<file path="config.mk">
export PLATFORM = sky130hd
export DESIGN_NAME = deferred_ctx_escalator
export DESIGN_NICKNAME = d
export VERILOG_FILES = /design/src/rtl/dce_pkg.sv /design/src/rtl/dce_classify.sv /design/src/rtl/dce_vec_lookup.sv /design/src/rtl/dce_ready_query.sv /design/src/rtl/deferred_ctx_escalator.sv
export SDC_FILE = /design/constraint.sdc
export NUM_CORES = 1
export LEC_CHECK = 0
export ABC_AREA = 0
export CORE_AREA = 2 2 154 156
export CTS_CLUSTER_SIZE = 14
export DETAILED_ROUTE_END_ITERATION = 6
export DIE_AREA = 0 0 156 158
export GPL_TIMING_DRIVEN = 0
export PLACE_DENSITY = 0.61
export REMOVE_ABC_BUFFERS = 1
export SLEW_MARGIN = 30
export SYNTH_ARGS = -nofsm -noshare
export SYNTH_HDL_FRONTEND = slang
export SYNTH_HIERARCHICAL = 1
export SYNTH_SLANG_ARGS = --single-unit
</file>
<file path="constraint.sdc">
create_clock -name clk -period 4.65 [get_ports clk]
set_clock_uncertainty 0.15 [all_clocks]
set_input_delay 0.465 -clock clk [delete_from_list [all_inputs] [get_ports clk]]
set_output_delay 0.465 -clock clk [all_outputs]
set_load 0.005 [all_outputs]
</file>
<file path="src/rtl/dce_pkg.sv">
package dce_pkg;
  // saved ready flag positions, secure copy
  localparam int RB_HARD  = 0;
  localparam int RB_MEM   = 1;
  localparam int RB_BUS   = 2;
  localparam int RB_USAGE = 3;
  localparam int RB_SECF  = 4;
  localparam int RB_MON   = 5;
  localparam int RDY_W    = 6;
  // non-secure copy carries only the banked faults
  localparam int NB_MEM   = 0;
  localparam int NB_USAGE = 1;
  localparam int RDYN_W   = 2;

  localparam int EXC_HARD  = 3;
  localparam int EXC_MEM   = 4;
  localparam int EXC_BUS   = 5;
  localparam int EXC_USAGE = 6;
  localparam int EXC_SECF  = 7;
  localparam int EXC_MON   = 12;

  typedef enum logic [2:0] {
    K_NONE, K_MON, K_MEM, K_USAGE, K_BUS, K_SECF
  } kind_e;

  function automatic kind_e kind_of(input logic [31:0] n);
    case (n)
      EXC_MON:   return K_MON;
      EXC_MEM:   return K_MEM;
      EXC_USAGE: return K_USAGE;
      EXC_BUS:   return K_BUS;
      EXC_SECF:  return K_SECF;
      default:   return K_NONE;
    endcase
  endfunction
endpackage

</file>
<file path="src/rtl/dce_classify.sv">
module dce_classify
  import dce_pkg::*;
#(
  parameter int EXC_W = 4
) (
  input  logic [EXC_W-1:0]  exc,
  input  logic              bank_sec,
  input  logic              tgt_sec,
  input  logic [RDY_W-1:0]  rdy_s,
  input  logic [RDYN_W-1:0] rdy_n,
  input  logic              sec_ext,
  input  logic              faults_ns,
  output logic              drop,
  output logic              esc,
  output logic [EXC_W-1:0]  t_exc,
  output logic              t_sec
);
  kind_e kind;
  logic  banked;
  logic  orig_sec;

  always_comb begin
    kind   = kind_of(32'(exc));
    drop   = 1'b0;
    esc    = 1'b0;
    banked = 1'b0;
    case (kind)
      K_MON:   drop = !rdy_s[RB_MON];
      K_MEM:   begin
        banked = 1'b1;
        esc    = bank_sec ? !rdy_s[RB_MEM] : !rdy_n[NB_MEM];
      end
      K_USAGE: begin
        banked = 1'b1;
        esc    = bank_sec ? !rdy_s[RB_USAGE] : !rdy_n[NB_USAGE];
      end
      K_BUS:   esc  = !rdy_s[RB_BUS];
      K_SECF:  esc  = !rdy_s[RB_SECF];
      default: drop = 1'b1;
    endcase
    orig_sec = banked ? bank_sec : tgt_sec;
    if (esc) begin
      t_exc = EXC_W'(EXC_HARD);
      t_sec = sec_ext && (orig_sec || !faults_ns);
    end else begin
      t_exc = exc;
      t_sec = banked && bank_sec;
    end
  end
endmodule

</file>
<file path="src/rtl/dce_vec_lookup.sv">
module dce_vec_lookup #(
  parameter int NUM_VEC = 16,
  parameter int PRIO_W  = 9,
  parameter int GRP_W   = 3,
  localparam int EXC_W  = $clog2(NUM_VEC)
) (
  input  logic [NUM_VEC-1:0]        en_s,
  input  logic [NUM_VEC-1:0]        en_ns,
  input  logic [NUM_VEC*PRIO_W-1:0] prio_s,
  input  logic [NUM_VEC*PRIO_W-1:0] prio_ns,
  input  logic [EXC_W-1:0]          idx,
  input  logic                      sec,
  input  logic [GRP_W-1:0]          prigroup,
  output logic                      en,
  output logic signed [PRIO_W-1:0]  grp
);
  logic [PRIO_W-1:0] pr_s  [NUM_VEC];
  logic [PRIO_W-1:0] pr_ns [NUM_VEC];

  for (genvar i = 0; i < NUM_VEC; i++) begin : g_unpack
    assign pr_s[i]  = prio_s[i*PRIO_W +: PRIO_W];
    assign pr_ns[i] = prio_ns[i*PRIO_W +: PRIO_W];
  end

  logic [PRIO_W-1:0] raw;
  logic [PRIO_W-1:0] mask;

  always_comb begin
    raw  = sec ? pr_s[idx] : pr_ns[idx];
    en   = sec ? en_s[idx] : en_ns[idx];
    mask = {PRIO_W{1'b1}} << prigroup;
    grp  = raw[PRIO_W-1] ? $signed(raw) : $signed(raw & mask);
  end
endmodule

</file>
<file path="src/rtl/dce_ready_query.sv">
module dce_ready_query
  import dce_pkg::*;
#(
  parameter int EXC_W  = 4,
  parameter int PRIO_W = 9
) (
  input  logic [EXC_W-1:0]         q_exc,
  input  logic                     q_bank_sec,
  input  logic                     en,
  input  logic signed [PRIO_W-1:0] grp,
  input  logic signed [PRIO_W-1:0] exec_prio,
  output logic                     l_sec,
  output logic                     ready
);
  logic is_hard;
  logic banked;

  always_comb begin
    is_hard = (q_exc == EXC_W'(EXC_HARD));
    banked  = is_hard || (q_exc == EXC_W'(EXC_MEM)) || (q_exc == EXC_W'(EXC_USAGE));
    l_sec   = banked && q_bank_sec;
    if (is_hard) ready = !exec_prio[PRIO_W-1];
    else         ready = en && (grp < exec_prio);
  end
endmodule

</file>
<file path="src/rtl/deferred_ctx_escalator.sv">
module deferred_ctx_escalator
  import dce_pkg::*;
#(
  parameter int NUM_VEC = 16,
  parameter int PRIO_W  = 9,
  parameter int GRP_W   = 3,
  localparam int EXC_W  = $clog2(NUM_VEC)
) (
  input  logic                      clk,
  input  logic                      rst,
  input  logic                      req_valid,
  input  logic [EXC_W-1:0]          req_exc,
  input  logic                      req_bank_sec,
  input  logic                      req_tgt_sec,
  input  logic [5:0]                rdy_sec,
  input  logic [1:0]                rdy_ns,
  input  logic                      sec_ext,
  input  logic                      faults_ns,
  input  logic signed [PRIO_W-1:0]  exec_prio,
  input  logic [GRP_W-1:0]          prigroup,
  input  logic [NUM_VEC-1:0]        en_s,
  input  logic [NUM_VEC-1:0]        en_ns,
  input  logic [NUM_VEC*PRIO_W-1:0] prio_s,
  input  logic [NUM_VEC*PRIO_W-1:0] prio_ns,
  input  logic [NUM_VEC-1:0]        pend_s,
  input  logic [NUM_VEC-1:0]        pend_ns,
  input  logic [EXC_W-1:0]          q_exc,
  input  logic                      q_bank_sec,
  output logic                      pend_pulse,
  output logic [EXC_W-1:0]          pend_exc,
  output logic                      pend_bank_sec,
  output logic                      forced_pulse,
  output logic                      lockup,
  output logic                      q_ready
);
  logic                     drop, esc, t_sec, t_en, t_pend, lock_cond;
  logic [EXC_W-1:0]         t_exc;
  logic signed [PRIO_W-1:0] t_grp;
  logic                     ql_sec, ql_en, q_ready_c;
  logic signed [PRIO_W-1:0] ql_grp;

  dce_classify #(.EXC_W(EXC_W)) u_cls (
    .exc(req_exc), .bank_sec(req_bank_sec), .tgt_sec(req_tgt_sec),
    .rdy_s(rdy_sec), .rdy_n(rdy_ns), .sec_ext(sec_ext), .faults_ns(faults_ns),
    .drop(drop), .esc(esc), .t_exc(t_exc), .t_sec(t_sec)
  );

  dce_vec_lookup #(.NUM_VEC(NUM_VEC), .PRIO_W(PRIO_W), .GRP_W(GRP_W)) u_tgt (
    .en_s(en_s), .en_ns(en_ns), .prio_s(prio_s), .prio_ns(prio_ns),
    .idx(t_exc), .sec(t_sec), .prigroup(prigroup), .en(t_en), .grp(t_grp)
  );

  dce_vec_lookup #(.NUM_VEC(NUM_VEC), .PRIO_W(PRIO_W), .GRP_W(GRP_W)) u_qry (
    .en_s(en_s), .en_ns(en_ns), .prio_s(prio_s), .prio_ns(prio_ns),
    .idx(q_exc), .sec(ql_sec), .prigroup(prigroup), .en(ql_en), .grp(ql_grp)
  );

  dce_ready_query #(.EXC_W(EXC_W), .PRIO_W(PRIO_W)) u_rq (
    .q_exc(q_exc), .q_bank_sec(q_bank_sec), .en(ql_en), .grp(ql_grp),
    .exec_prio(exec_prio), .l_sec(ql_sec), .ready(q_ready_c)
  );

  always_comb begin
    t_pend    = t_sec ? pend_s[t_exc] : pend_ns[t_exc];
    lock_cond = (!t_en || (exec_prio <= t_grp)) && !rdy_sec[RB_HARD];
  end

  always_ff @(posedge clk) begin
    if (rst) begin
      pend_pulse    <= 1'b0;
      pend_exc      <= '0;
      pend_bank_sec <= 1'b0;
      forced_pulse  <= 1'b0;
      lockup        <= 1'b0;
      q_ready       <= 1'b0;
    end else begin
      pend_pulse    <= req_valid && !drop && !t_pend;
      pend_exc      <= t_exc;
      pend_bank_sec <= t_sec;
      forced_pulse  <= req_valid && !drop && esc;
      if (req_valid && !drop && lock_cond) lockup <= 1'b1;
      q_ready       <= q_ready_c;
    end
  end
endmodule

</file>
==> impl_metrics.py <==
metrics = {
    "hold_path": {
        "whs_endpoint": "lockup$_SDFFE_PP0P_",
        "hold_start": "lockup$_SDFFE_PP0P_",
        "holdPathStages": 2,
        "holdCritPathClass": "register to register",
    },
    "global_routing": {
        "grt_overflow_total": 0,
        "busiest_layer": "met2",
        "grt_pass1_wl_um": 44400,
        "grt_usage_pct": 23.6,
        "antenna_found_initial": 4,
        "grt_max_degree": 51,
        "grt_use_met3_pct": 4.52,
        "first_global_vias": 7751,
        "use_met1_pct": 28.4,
        "grtUsageMet2_pct": 43.3,
    },
    "critical_path": {
        "reg2regPathDepth": 2,
        "startpoint_type": "input pin",
        "rr_endpoint": "lockup$_SDFFE_PP0P_",
        "crit_type": "input pin to register",
        "max_stage_delay_ps": 500,
        "path_max_fanout": 25,
        "cp_num_buf_inv": 5,
        "crit_family": "simple AND/OR/NAND/NOR gates",
        "slowest_stage": "or4_1",
        "regToRegSetupSlack_ps": 3880,
        "cp-end-kind": "register",
        "critPathArrivalTime_ps": 4410,
        "crit_chain": "buf_6 > buf_16 > nand2_1 > mux2_2 > nor3b_4 > buf_4 > buf_6 > a211oi_1 > nand3_1 > nand2_1 > a311oi_4 > inv_2 > o221a_1 > ha_1 > nor2_1 > or4_1 > a221o_1 > nor2b_1",
        "cp.required_ps": 4620,
        "reg2reg_from": "lockup$_SDFFE_PP0P_",
    },
    "synthesis": {
        "synth-seq-area-share_pct": 2.76,
        "yosysUniqueCellTypes": 49,
        "synthesis.area_sq_um": 6530,
        "synth-simple-area-share_pct": 9.96,
        "synth_compound_area_share_pct": 14.1,
        "yosysWarnings": 6,
        "synth_xor_area_share_pct": 0,
        "ys_top_cells_by_area": "mux4_2, mux2i_1, a22oi_1",
        "syn_inst": 599,
        "synth_top_family_by_area": "multiplexers",
        "yosys.area.top_type": "mux4_2",
        "synth.top_cell.area_share_pct": 51.0,
        "synth_mux_area_share_pct": 62.9,
        "async_reset_ff_share_pct": 0,
        "synthAdderAreaFrac_pct": 3.26,
        "synthFlopType": "dfxtp_1",
        "synth-edff-count": 0,
        "ys_ff_latch": 9,
        "syn_avg_cell_area_sq_um": 10.9,
    },
    "timing": {
        "drv_slew": 0,
        "max_freq_mhz": 225,
        "rsz0062_at_grt": "no",
        "slew_headroom_pct": 52.4,
        "worstMarginPinSlew_ps": 714,
        "finalCritPeriodShare_pct": 95.6,
        "whs_ps": 329,
        "hold_viol": 0,
        "finalCriticalPeriod_ps": 4440,
        "setup_viol": 0,
    },
    "routing": {
        "drtIter0Drc": 520,
        "ant_nets": 0,
        "route.detailed.drc": 0,
        "via_per_inst": 5.75,
        "drt-total-wl_um": 32100,
        "routed-via-count": 7349,
        "first_pass_iters": 5,
        "wl_per_cell_um": 25.1,
    },
    "clocking": {
        "cts_buffers": 3,
        "holdBufCountCts": 0,
        "cts_buffer_depth": 2,
        "clock_latency_ps": 240,
        "clk_pin_slew_worst_paths_ps": 40,
        "htreeDepth": 1,
        "cts.sinks": 9,
        "cts_root_buf": "clkbuf_16",
        "tritoncts": "yes",
    },
    "status": {
        "outcome": "finished clean",
    },
    "layout": {
        "layout_commonest_cell": "clkdlybuf4s50_1",
        "area_growth_syn_to_layout_pct": 75.2,
        "most-common-layout-cells": "clkdlybuf4s50_1, mux4_2, mux2i_1",
        "num-nets-final": 1391,
        "drive_gt1_share_pct": 23.6,
    },
    "floorplan": {
        "die_area_sq_um": 24600,
        "initial_core_util_pct": 28.3,
        "core-area_sq_um": 23100,
        "num_rows": 56,
        "die_w_um": 156,
        "ios": 397,
        "die_h_um": 158,
    },
    "place": {
        "hpwl_um": 24800,
        "gp_congestion": 0.817,
        "io_buffers": 396,
    },
    "pwr": {
        "power.total_w": 0.00148,
        "p_leak_nw": 4.25,
        "powerDensity_nw_per_um2": 129,
        "ir_worst_vdd_v": 0.000138,
    },
    "flow_run": {
        "drv_cap": 0,
    },
}
## cells in the mapped netlist (9+ instances only)
master    count
nor2b_1      13
clkbuf_1     21
mux4_2      148
ha_1         17
a22oi_1      42
dfxtp_1       9
a21oi_1      37
buf_4        16
inv_1        23
nand2_1      50
buf_2        12
nand3_1      23
mux2i_1      71
nor2_1       23
## routing by layer
metal / share of wire (%) / vias to the layer above
met3: 7.4 / 45
li1: - / 3330
met4: 2.2 / 0
met1: 39 / 3624
met5: 0 / -
met2: 51 / 350
## stage by stage
| step | instances | utilization, % | worst slack, ps | cell area [sq um] | TNS [ps] |
|---|---|---|---|---|---|
| 3_5_place_dp | 1241 | 47.2 | -651 | 10900 | -1230 |
| 6_report | 1279 | 49.6 | 206 | 11400 | 0 |
| 3_3_place_gp | 1226 | 45.5 | -7620 | 10500 | -26570 |
| 4_1_cts | 1253 | 48.1 | -63.3 | 11100 | -63.3 |
| 2_1_floorplan | 540 | - | -2720 | 6170 | -4750 |
| 5_1_grt | 1279 | 49.6 | 25.3 | 11400 | 0 |
## kinds of logic after synthesis
family,after synthesis
compound gates,128
fa+ha+maj,17
buf+inv,84
flops,9
mux,225
simple gates,136
## registers in the layout, summed over array words and instances (netlist names)
name / cells
pend_exc: 4
forced_pulse: 1
lockup: 1
pend_bank_sec: 1
pend_pulse: 1
q_ready: 1
## worst max-delay path by stage
| stage | startpoint | endpoint | slack [ps] | cells past startpoint |
|---|---|---|---|---|
| 3_5_place_dp | req_exc[0] | lockup$_SDFFE_PP0P_ | -650 | 20 |
| 6_report | q_exc[1] | q_ready$_SDFF_PP0_ | 210 | 18 |
| 3_3_place_gp | req_exc[3] | lockup$_SDFFE_PP0P_ | -7620 | 15 |
| 4_1_cts | req_bank_sec | lockup$_SDFFE_PP0P_ | -60 | 18 |
| 5_1_grt | req_exc[1] | lockup$_SDFFE_PP0P_ | 30 | 20 |
| 2_1_floorplan | req_bank_sec | lockup$_SDFFE_PP0P_ | -2720 | 16 |
## worst min-delay path: cells and delay by family, from the launching register on
family	cells	cell delay (ps)
flops	1	330
compound gates	2	120
## power by group
group | total [W] | leakage (nW) | switching [W] | internal [W]
Combinational | 0.00124 | 4.14 | 0.000488 | 0.000754
Sequential | 0.0000830 | 0.0740 | 0.00000116 | 0.0000819
Clock | 0.000154 | 0.0409 | 0.0000400 | 0.000114
Total | 0.00148 | 4.25 | 0.000529 | 0.000949
## final cells by class
type | count | area [sq um]
diodes | 4 | 10.0
clock buffers | 3 | 75.1
clock inverters | 1 | 5.00
fillers | 2141 | 11600
inverters | 25 | 93.8
multi-input cells | 509 | 6040
flip-flops and latches | 9 | 180
well taps | 290 | 363
repair buffers | 438 | 4670
## repair_timing
| item | CTS | global route |
|---|---|---|
| pin swaps | 4 | 8 |
| cloned | 2 | 6 |
| resized for setup | 5 | 20 |
| buffers inserted | 6 | 16 |
| endpoints found under the setup margin | 2 | 2 |
Note: power is estimated with default switching activity, not from simulation.
